$ cat config.mk
export PLATFORM = sky130hd
export DESIGN_NAME = hiccup_ocp_ctrl
export DESIGN_NICKNAME = d
export VERILOG_FILES = /design/src/rtl/ocp_pkg.sv /design/src/rtl/ocp_rst_sync.sv /design/src/rtl/ocp_blank_window.sv /design/src/rtl/ocp_hold_timer.sv /design/src/rtl/ocp_fault_fsm.sv /design/src/rtl/hiccup_ocp_ctrl.sv
export SDC_FILE = /design/constraint.sdc
export NUM_CORES = 1
export LEC_CHECK = 0
export BUFFER_PORTS_ARGS = -buffer_cell sky130_fd_sc_hd__buf_4
export CAP_MARGIN = 0
export CORE_MARGIN = 10
export CORE_UTILIZATION = 50
export DETAILED_ROUTE_END_ITERATION = 7
export GPL_TIMING_DRIVEN = 0
export PLACE_DENSITY = 0.71
export SLEW_MARGIN = 20
export SYNTH_ARGS = -nofsm -noshare
export SYNTH_HDL_FRONTEND = slang
export SYNTH_SLANG_ARGS = --single-unit
$ cat constraint.sdc
create_clock -name clk -period 1.4 [get_ports clk]
set_input_delay 0.28 -clock clk [delete_from_list [all_inputs] [get_ports clk]]
set_output_delay 0.28 -clock clk [all_outputs]
set_load 0.005 [all_outputs]
$ cat src/rtl/ocp_pkg.sv
package ocp_pkg;
  typedef enum logic [1:0] {
    ST_OFF  = 2'd0,
    ST_RUN  = 2'd1,
    ST_HOLD = 2'd2
  } ocp_state_t;
endpackage

$ cat src/rtl/ocp_rst_sync.sv
module ocp_rst_sync (
  input  logic clk,
  input  logic rst_n,
  output logic rst_sync_n
);
  logic [1:0] sync_q;

  always_ff @(posedge clk or negedge rst_n) begin
    if (!rst_n) sync_q <= 2'b00;
    else        sync_q <= {sync_q[0], 1'b1};
  end

  assign rst_sync_n = sync_q[1];
endmodule

$ cat src/rtl/ocp_blank_window.sv
module ocp_blank_window #(
  parameter int BLANK_CYC = 32
) (
  input  logic clk,
  input  logic rst_n,
  input  logic ls_on,
  output logic sample_en
);
  generate
    if (BLANK_CYC == 0) begin : g_noblank
      assign sample_en = ls_on;
    end else begin : g_blank
      localparam int BW = $clog2(BLANK_CYC + 1);
      localparam logic [BW-1:0] LIMIT = BW'(BLANK_CYC);
      logic [BW-1:0] cnt_q, cnt_d;
      logic          cnt_full;

      assign cnt_full = (cnt_q == LIMIT);

      always_comb begin
        cnt_d = cnt_q;
        if (!ls_on)         cnt_d = '0;
        else if (!cnt_full) cnt_d = cnt_q + 1'b1;
      end

      always_ff @(posedge clk or negedge rst_n) begin
        if (!rst_n) cnt_q <= '0;
        else        cnt_q <= cnt_d;
      end

      assign sample_en = ls_on & cnt_full;

      // no sample on the first edge after the low-side drive turns on
      a_r5_no_sample_on_rise: assert property (@(posedge clk) disable iff (!rst_n)
        (ls_on && !$past(ls_on)) |-> !sample_en);
    end
  endgenerate
endmodule

$ cat src/rtl/ocp_hold_timer.sv
module ocp_hold_timer #(
  parameter int HOLD_TICKS = 4096
) (
  input  logic clk,
  input  logic rst_n,
  input  logic clr,
  input  logic en,
  input  logic tick,
  output logic done
);
  localparam int CNT_W = $clog2(HOLD_TICKS);
  localparam logic [CNT_W-1:0] TERM = CNT_W'(HOLD_TICKS - 1);

  logic [CNT_W-1:0] cnt_q, cnt_d;
  logic             at_term;

  assign at_term = (cnt_q == TERM);
  assign done    = en & tick & at_term;

  always_comb begin
    cnt_d = cnt_q;
    if (clr || !en)  cnt_d = '0;
    else if (tick) begin
      if (at_term) cnt_d = '0;
      else         cnt_d = cnt_q + 1'b1;
    end
  end

  always_ff @(posedge clk or negedge rst_n) begin
    if (!rst_n) cnt_q <= '0;
    else        cnt_q <= cnt_d;
  end

  // the count only moves on a switching tick
  a_r7_count_on_tick_only: assert property (@(posedge clk) disable iff (!rst_n)
    (en && !clr && !tick) |=> $stable(cnt_q));
  // a clear empties the count
  a_r10_clear_empties: assert property (@(posedge clk) disable iff (!rst_n)
    clr |=> (cnt_q == '0));
endmodule

$ cat src/rtl/ocp_fault_fsm.sv
module ocp_fault_fsm
  import ocp_pkg::*;
(
  input  logic       clk,
  input  logic       rst_n,
  input  logic       por_ok,
  input  logic       trip,
  input  logic       hold_done,
  output ocp_state_t state,
  output logic       fault
);
  ocp_state_t st_q, st_d;
  logic       fault_q, fault_d;

  always_comb begin
    st_d    = st_q;
    fault_d = fault_q;
    if (!por_ok) begin
      st_d    = ST_OFF;
      fault_d = 1'b0;
    end else begin
      case (st_q)
        ST_OFF:  st_d = ST_RUN;
        ST_RUN:  if (trip) begin
                   st_d    = ST_HOLD;
                   fault_d = 1'b1;
                 end
        ST_HOLD: if (hold_done) begin
                   st_d    = ST_RUN;
                   fault_d = 1'b0;
                 end
        default: st_d = ST_OFF;
      endcase
    end
  end

  always_ff @(posedge clk or negedge rst_n) begin
    if (!rst_n) begin
      st_q    <= ST_OFF;
      fault_q <= 1'b0;
    end else begin
      st_q    <= st_d;
      fault_q <= fault_d;
    end
  end

  assign state = st_q;
  assign fault = fault_q;

  // a qualified trip while running latches the fault
  a_r6_trip_latches: assert property (@(posedge clk) disable iff (!rst_n)
    (st_q == ST_RUN && por_ok && trip) |=> (fault_q && st_q == ST_HOLD));
  // the fault flag and the hold state agree
  a_r6_fault_tracks_hold: assert property (@(posedge clk) disable iff (!rst_n)
    fault_q == (st_q == ST_HOLD));
endmodule

$ cat src/rtl/hiccup_ocp_ctrl.sv
module hiccup_ocp_ctrl
  import ocp_pkg::*;
#(
  parameter int BLANK_CYC  = 32,
  parameter int HOLD_TICKS = 4096
) (
  input  logic clk,
  input  logic rst_n,
  input  logic por_ok,
  input  logic sw_tick,
  input  logic ls_on,
  input  logic oc_cmp,
  output logic ss_discharge,
  output logic oc_fault,
  output logic hiccup_busy
);
  logic       rst_i_n;
  logic       sample_en;
  logic       trip;
  logic       hold_done;
  logic       in_hold;
  ocp_state_t state;
  logic       fault;

  ocp_rst_sync u_rst (
    .clk        (clk),
    .rst_n      (rst_n),
    .rst_sync_n (rst_i_n)
  );

  ocp_blank_window #(.BLANK_CYC(BLANK_CYC)) u_blank (
    .clk       (clk),
    .rst_n     (rst_i_n),
    .ls_on     (ls_on),
    .sample_en (sample_en)
  );

  assign trip    = sample_en & oc_cmp;
  assign in_hold = (state == ST_HOLD);

  ocp_hold_timer #(.HOLD_TICKS(HOLD_TICKS)) u_timer (
    .clk   (clk),
    .rst_n (rst_i_n),
    .clr   (!por_ok),
    .en    (in_hold),
    .tick  (sw_tick),
    .done  (hold_done)
  );

  ocp_fault_fsm u_fsm (
    .clk       (clk),
    .rst_n     (rst_i_n),
    .por_ok    (por_ok),
    .trip      (trip),
    .hold_done (hold_done),
    .state     (state),
    .fault     (fault)
  );

  assign ss_discharge = (state != ST_RUN) | ~por_ok;
  assign oc_fault     = fault;
  assign hiccup_busy  = in_hold;

  // losing power-on-ready clears fault and hold
  a_r2_por_clears: assert property (@(posedge clk) disable iff (!rst_i_n)
    !por_ok |=> (!oc_fault && !hiccup_busy));
  // the hold is never left before its terminal tick
  a_r8_hold_not_early: assert property (@(posedge clk) disable iff (!rst_i_n)
    (hiccup_busy && por_ok && !hold_done) |=> hiccup_busy);
  // the terminal tick releases the hold
  a_r7_release_on_done: assert property (@(posedge clk) disable iff (!rst_i_n)
    hold_done |=> (!hiccup_busy && !oc_fault));
  // soft-start is grounded while faulted
  a_r6_discharge_in_fault: assert property (@(posedge clk) disable iff (!rst_i_n)
    oc_fault |-> ss_discharge);
endmodule

==> flow_summary.json, run 1 <==
{
  "synth-async-reset-ratio_pct": 100,
  "drt_iter0_drc": 35,
  "syn_avg_cell_area_um2": 10.7,
  "drt-pass1-iter-count": 4,
  "antenna_found_initial": 0,
  "multi_input_area_um2": 621,
  "max_clock_freq_ghz": 0.655,
  "avgRoutedWirePerCell_um": 14.5,
  "cp_data_arrival_time_ns": 1.74,
  "synth_area_um2": 1140,
  "startpoint_type": "register",
  "fin_cells": 158,
  "dieHeight_um": 67.8,
  "synth_top_family_by_area": "simple AND/OR/NAND/NOR gates",
  "finalClockSkew_ns": 0.00896,
  "utilization_pct": 66.9,
  "root_buffer": "clkbuf_4",
  "ant_nets": 0,
  "clkSinkCount": 23,
  "synth_cell_types": 33,
  "cp-end-kind": "register",
  "worst_pin_slew_ns": 0.830,
  "worstHoldEndpoint": "u_blank.g_blank.cnt_q[0]",
  "hold_violations": 0,
  "area_delta_synth_final_pct": 28.4,
  "whs_path_depth": 2,
  "numCtsBuffers": 3,
  "r2r_slack_ns": -0.13,
  "clockBufferDepth": 2,
  "fin_crit_ns": 1.53,
  "seq_area_um2": 576,
  "synth_edf_count": 0,
  "maxCapViolCount": 0,
  "drc": 0,
  "syn_nets": 116,
  "r2r_start": "u_timer.cnt_q[1]",
  "routed-via-count": 850,
  "cp.required_ns": 1.61,
  "hold_start": "ls_on",
  "synth-seq-cells": 23,
  "r2r_end": "u_fsm.state[0]",
  "place_hpwl_um": 1510,
  "grt-ovfl-total": 0,
  "antenna_cells": 0,
  "crit_path_max_fanout": 5,
  "synth-xor-area-share_pct": 11.5,
  "ys_seq_area_share_pct": 50.4,
  "gp_congestion": 0.725,
  "port_buffers": 7,
  "cts_tree": "done",
  "synth_cells": 107,
  "synthAdderAreaFrac_pct": 3.29,
  "post-route-period-util_pct": 109,
  "synth_mux_area_share_pct": 0.876,
  "place_inst": 142,
  "fillers": 170,
  "drive_above_1_share_pct": 39.2,
  "row_count": 17,
  "core_area_um2": 2190,
  "dieArea_um2": 4600,
  "fp.dieW_um": 67.8,
  "setup_viol": 8,
  "worst_slack_ns": -0.127,
  "r2r_cells": 6,
  "hold_class": "input pin to register",
  "violations": "setup timing",
  "nNetsFinal": 140,
  "start_util_pct": 52.1,
  "clock_latency_ns": 0.30,
  "peakVddDrop_uv": 576,
  "slew_violations": 0,
  "leakage_nw": 0.646,
  "maxSlewHeadroom_pct": 44.7,
  "setup_tns_ns": -0.204,
  "status": "finished with violations",
  "ios": 9,
  "viasPerCell": 5.38,
  "synth-compound-area-share_pct": 8.21,
  "grt_max_degree": 22,
  "grt_pass1_vias": 819,
  "rsz0062_at_grt": "yes",
  "synthFlopType": "dfrtp_1",
  "clkTransAtPathRegs_ns": 0.12,
  "track_usage_pct": 10.5,
  "htree_num_levels": 1,
  "grt_pass1_wl_um": 3730,
  "synth-simple-area-share_pct": 20.7,
  "power_density_nw_per_um2": 763,
  "wirelength_um": 2290,
  "critPathKind": "register to register",
  "ys_warn_count": 0
}
==> layer usage <==
layer  vias up  global-route usage (%)  wire length (um)
li1        413                       -                 -
met1       427                    13.3              1070
met2         8                    16.9              1140
met3         2                    2.64                56
met4         0                    3.77                16
met5         -                       0                 0
==> synthesized netlist by cell type (2+ instances only) <==
master / number / area, um^2
and2_4: 2 / 17.5
xnor2_1: 7 / 61.3
ha_1: 3 / 37.5
dfrtp_1: 23 / 576
o21ai_0: 2 / 10.0
nand3_1: 8 / 40.0
o211ai_1: 2 / 15.0
a21boi_0: 2 / 15.0
buf_6: 3 / 33.8
nand2_1: 4 / 15.0
xor2_1: 8 / 70.1
and2_1: 4 / 25.0
inv_1: 3 / 11.3
nor2_1: 15 / 56.3
nand4_1: 3 / 18.8
==> cell usage in the layout, fill, tap and decap left out, types with 2 or more instances in the layout <==
cell type / n
xor2_1: 8
nand4_1: 3
nor2_4: 3
clkbuf_4: 3
nand3_1: 8
buf_6: 4
and2_1: 4
o211ai_1: 2
and2_4: 2
xnor2_1: 6
buf_4: 19
nor2_1: 11
nand2_2: 2
and4_4: 2
dfrtp_1: 23
inv_2: 3
==> registers in the layout, indices dropped and copies added, names as in the netlist <==
register / cells
u_fsm.fault: 1
u_rst.sync_q: 2
u_fsm.state: 2
u_blank.g_blank.cnt_q: 6
u_timer.cnt_q: 12
==> worst max path at each step <==
stage,startpoint,to,slack (ns),cells after the start
finish,u_timer.cnt_q[1],u_fsm.state[0],-0.13,6
global route,u_fsm.state[0],u_fsm.state[0],-0.16,4
CTS,u_timer.cnt_q[0],u_fsm.state[0],-0.15,6
detailed placement,u_blank.g_blank.cnt_q[0],u_fsm.state[0],-0.28,6
global placement,u_blank.g_blank.cnt_q[0],u_fsm.state[0],-0.18,6
floorplan,u_timer.cnt_q[0],u_fsm.state[0],-0.1,7
==> logic make-up after synthesis <==
kind of cell	Yosys count
xor+xnor	15
buf+inv	8
fa+ha+maj	3
compound gates	12
other cells	1
mux	1
simple gates	44
flops	23
==> report_power, final <==
group          switching [mW]  internal [mW]
clock                   0.187          0.111
sequential             0.0235          0.679
combinational          0.0493         0.0689
total                   0.260          0.858
==> through the flow <==
step	worst slack (ns)	instance area (um^2)	power, mW	hold WS [ns]
3_5_place_dp	-0.279	1240	0.789	0.0645
5_1_grt	-0.165	1470	1.17	0.230
2_1_floorplan	-0.0997	1150	0.752	-0.0156
6_report	-0.127	1470	1.12	0.232
4_1_cts	-0.153	1370	1.13	0.222
3_3_place_gp	-0.182	1240	0.782	0.0626
==> layout make-up <==
cell class / instances / share of cell area [%]
multi-input cells: 76 / 42.3
inverters: 3 / 0.768
plain buffers: 2 / 1.54
clock buffers: 4 / 1.79
flip-flops and latches: 23 / 39.2
repair buffers: 22 / 11.9
well taps: 28 / 2.39
==> critical path, stage by stage, from the launching register on <==
cell and delay [ns]:
dfrtp_1 0.42, ha_2 0.20, and2_4 0.14, and2_4 0.15, a31o_4 0.23, buf_6 0.14
and3b_1 0.16
==> what timing repair did <==
item | in CTS | in global routing
gates cloned | 1 | 0
pin swaps | 13 | 8
setup buffers | 8 | 5
hold buffers | 1 | 0
hold endpoints to repair | 2 | 0
setup endpoints to repair | 15 | 18
resized for setup | 12 | 20
Note: power is estimated with default switching activity, not from simulation.
==> run 2: changes to the inputs <==
Settings changed: PLACE_DENSITY 0.71 to not set, PLACE_DENSITY_LB_ADDON set to 0.2.
==> run 2 against run 1 <==
The run still ends with setup timing left. Flip-flop and latch count did not move. Via count fell by 1.2%. Combinational power fell by 12%. Setup slack improved by 0.053 ns. Critical path type unchanged. Largest cell class is now flip-flops and latches. Highest routed layer unchanged.
==> flow_summary.json, run 2 (same netlist as run 1, synthesis figures left out) <==
{
  "htree_num_levels": 1,
  "clockBufferDepth": 2,
  "core_area_um2": 2190,
  "dieHeight_um": 67.8,
  "cp-end-kind": "register",
  "grt_util_met1_pct": 12.9,
  "combPwrFrac_pct": 9.5,
  "finalClockSkew_ns": 0.00871,
  "antenna_found_initial": 0,
  "track_usage_pct": 10.4,
  "gp_congestion": 0.731,
  "rsz0062_at_grt": "yes",
  "clkTransAtPathRegs_ns": 0.12,
  "drive_above_1_share_pct": 35.1,
  "hold_class": "input pin to register",
  "use_met2_pct": 17.6,
  "maxSlewHeadroom_pct": 45.7,
  "crit_path_max_fanout": 5,
  "port_buffers": 7,
  "grtUsageMet3_pct": 2.15,
  "post-route-period-util_pct": 105,
  "avgRoutedWirePerCell_um": 13.7,
  "ios": 9,
  "place_inst": 142,
  "top_register": "u_timer.cnt_q",
  "p_sw_share_pct": 22.5,
  "power.clock.fraction_pct": 26.8,
  "power_density_nw_per_um2": 767,
  "worst_pin_slew_ns": 0.814,
  "startpoint_type": "register",
  "max_clock_freq_ghz": 0.678,
  "viasPerCell": 5.19,
  "grt-ovfl-total": 0,
  "p_switching_uw": 248,
  "reg.largest.list": "u_timer.cnt_q: 12 flops, u_blank.g_blank.cnt_q: 6 flops",
  "dieArea_um2": 4600,
  "root_buffer": "clkbuf_4",
  "drt-pass1-iter-count": 4,
  "violations": "setup timing",
  "antenna_cells": 0,
  "fin_area_um2": 1430,
  "setup_viol": 3,
  "worst_slack_ns": -0.0739,
  "nNetsFinal": 144,
  "start_util_pct": 52.1,
  "fin_cells": 162,
  "clkSinkCount": 23,
  "p_int_uw": 852,
  "fp.dieW_um": 67.8,
  "numCtsBuffers": 3,
  "clock_latency_ns": 0.30,
  "utilization_pct": 65.4,
  "fin_crit_ns": 1.47,
  "critPathKind": "register to register",
  "grt_max_degree": 22,
  "cts_tree": "done",
  "mostFrequentLayoutCells": "buf_4, dfrtp_1, nor2_1, nand3_1, xor2_1",
  "r2r_slack_ns": -0.07,
  "leakage_nw": 0.653,
  "dpl-instance-area_um2": 1240,
  "maxCapViolCount": 0,
  "place_hpwl_um": 1410,
  "area_delta_synth_final_pct": 25.5,
  "routed-via-count": 840,
  "hold_violations": 0,
  "largest_reg_flops": 12,
  "drc": 0,
  "status": "finished with violations",
  "grt_pass1_vias": 870,
  "ant_nets": 0,
  "cp_data_arrival_time_ns": 1.68,
  "fillers": 166,
  "seqPwrFrac_pct": 63.7,
  "peakVddDrop_uv": 599,
  "grt_pass1_wl_um": 3800,
  "grt.busiest_layer": "met2",
  "slew_violations": 0,
  "row_count": 17,
  "wirelength_um": 2220,
  "drt_iter0_drc": 35,
  "cp.required_ns": 1.61
}
## run 2: final timing paths
kind / start / endpoint / depth (start not counted)
worst max-delay path: u_timer.cnt_q[0] / u_fsm.state[0] / 6
worst max register to register: u_timer.cnt_q[0] / u_fsm.state[0] / 6
worst min register to register: u_rst.sync_q[1] / u_timer.cnt_q[9] / 0
max in group asynchronous: u_rst.sync_q[1] / u_timer.cnt_q[7] / 0
min in group asynchronous: rst_n / u_rst.sync_q[0] / 2
worst min-delay path: ls_on / u_blank.g_blank.cnt_q[0] / 2
## run 2: area by class of cell
type | instances | area, um^2 | share of cell area, %
Tap cell | 28 | 35.0 | 2.44
Multi-Input combinational cell | 76 | 564 | 39.4
Timing Repair Buffer | 25 | 194 | 13.5
Buffer | 3 | 27.5 | 1.92
Inverter | 3 | 11.3 | 0.785
Sequential cell | 23 | 576 | 40.1
Clock buffer | 4 | 26.3 | 1.83
## run 2: timing repair
| item | CTS | global route |
|---|---|---|
| hold buffers | 1 | 0 |
| setup buffers | 10 | 6 |
| resized for setup | 4 | 15 |
| cloned | 1 | 0 |
| endpoints found under the setup margin | 12 | 14 |
| pin swaps | 4 | 5 |
| endpoints found under the hold margin | 2 | 0 |
## run 2: power groups by stage
stage               registers [mW]  clock network, mW  logic (mW)
finish                       0.701              0.295       0.104
floorplan                    0.711                  0      0.0413
CTS                          0.703              0.306      0.0852
detailed placement           0.716                  0      0.0674
global route                 0.705              0.338       0.114
global placement             0.716                  0      0.0662
## run 2: critical path: stages (launching register included)
cell     delay [ns]
dfrtp_1        0.41
ha_2           0.18
and2_4         0.14
and2_4         0.15
a31o_1         0.20
buf_6          0.14
and3b_1        0.15
## run 2: through the flow
| step | setup slack, ns | total power, mW | setup TNS (ns) | hold slack [ns] |
|---|---|---|---|---|
| after floorplan | -0.0997 | 0.752 | -0.0997 | -0.0156 |
| after global placement | -0.164 | 0.782 | -0.619 | 0.0626 |
| after detailed placement | -0.206 | 0.784 | -0.835 | 0.0643 |
| after CTS | -0.107 | 1.09 | -0.290 | 0.221 |
| after global routing | -0.141 | 1.16 | -0.889 | 0.222 |
| final | -0.0739 | 1.10 | -0.139 | 0.231 |
## run 2: layer usage
metal / vias to the layer above / wire length, um
met1: 407 / 1050
met4: 0 / 14
met3: 2 / 68
met2: 11 / 1090
li1: 420 / -
met5: - / 0
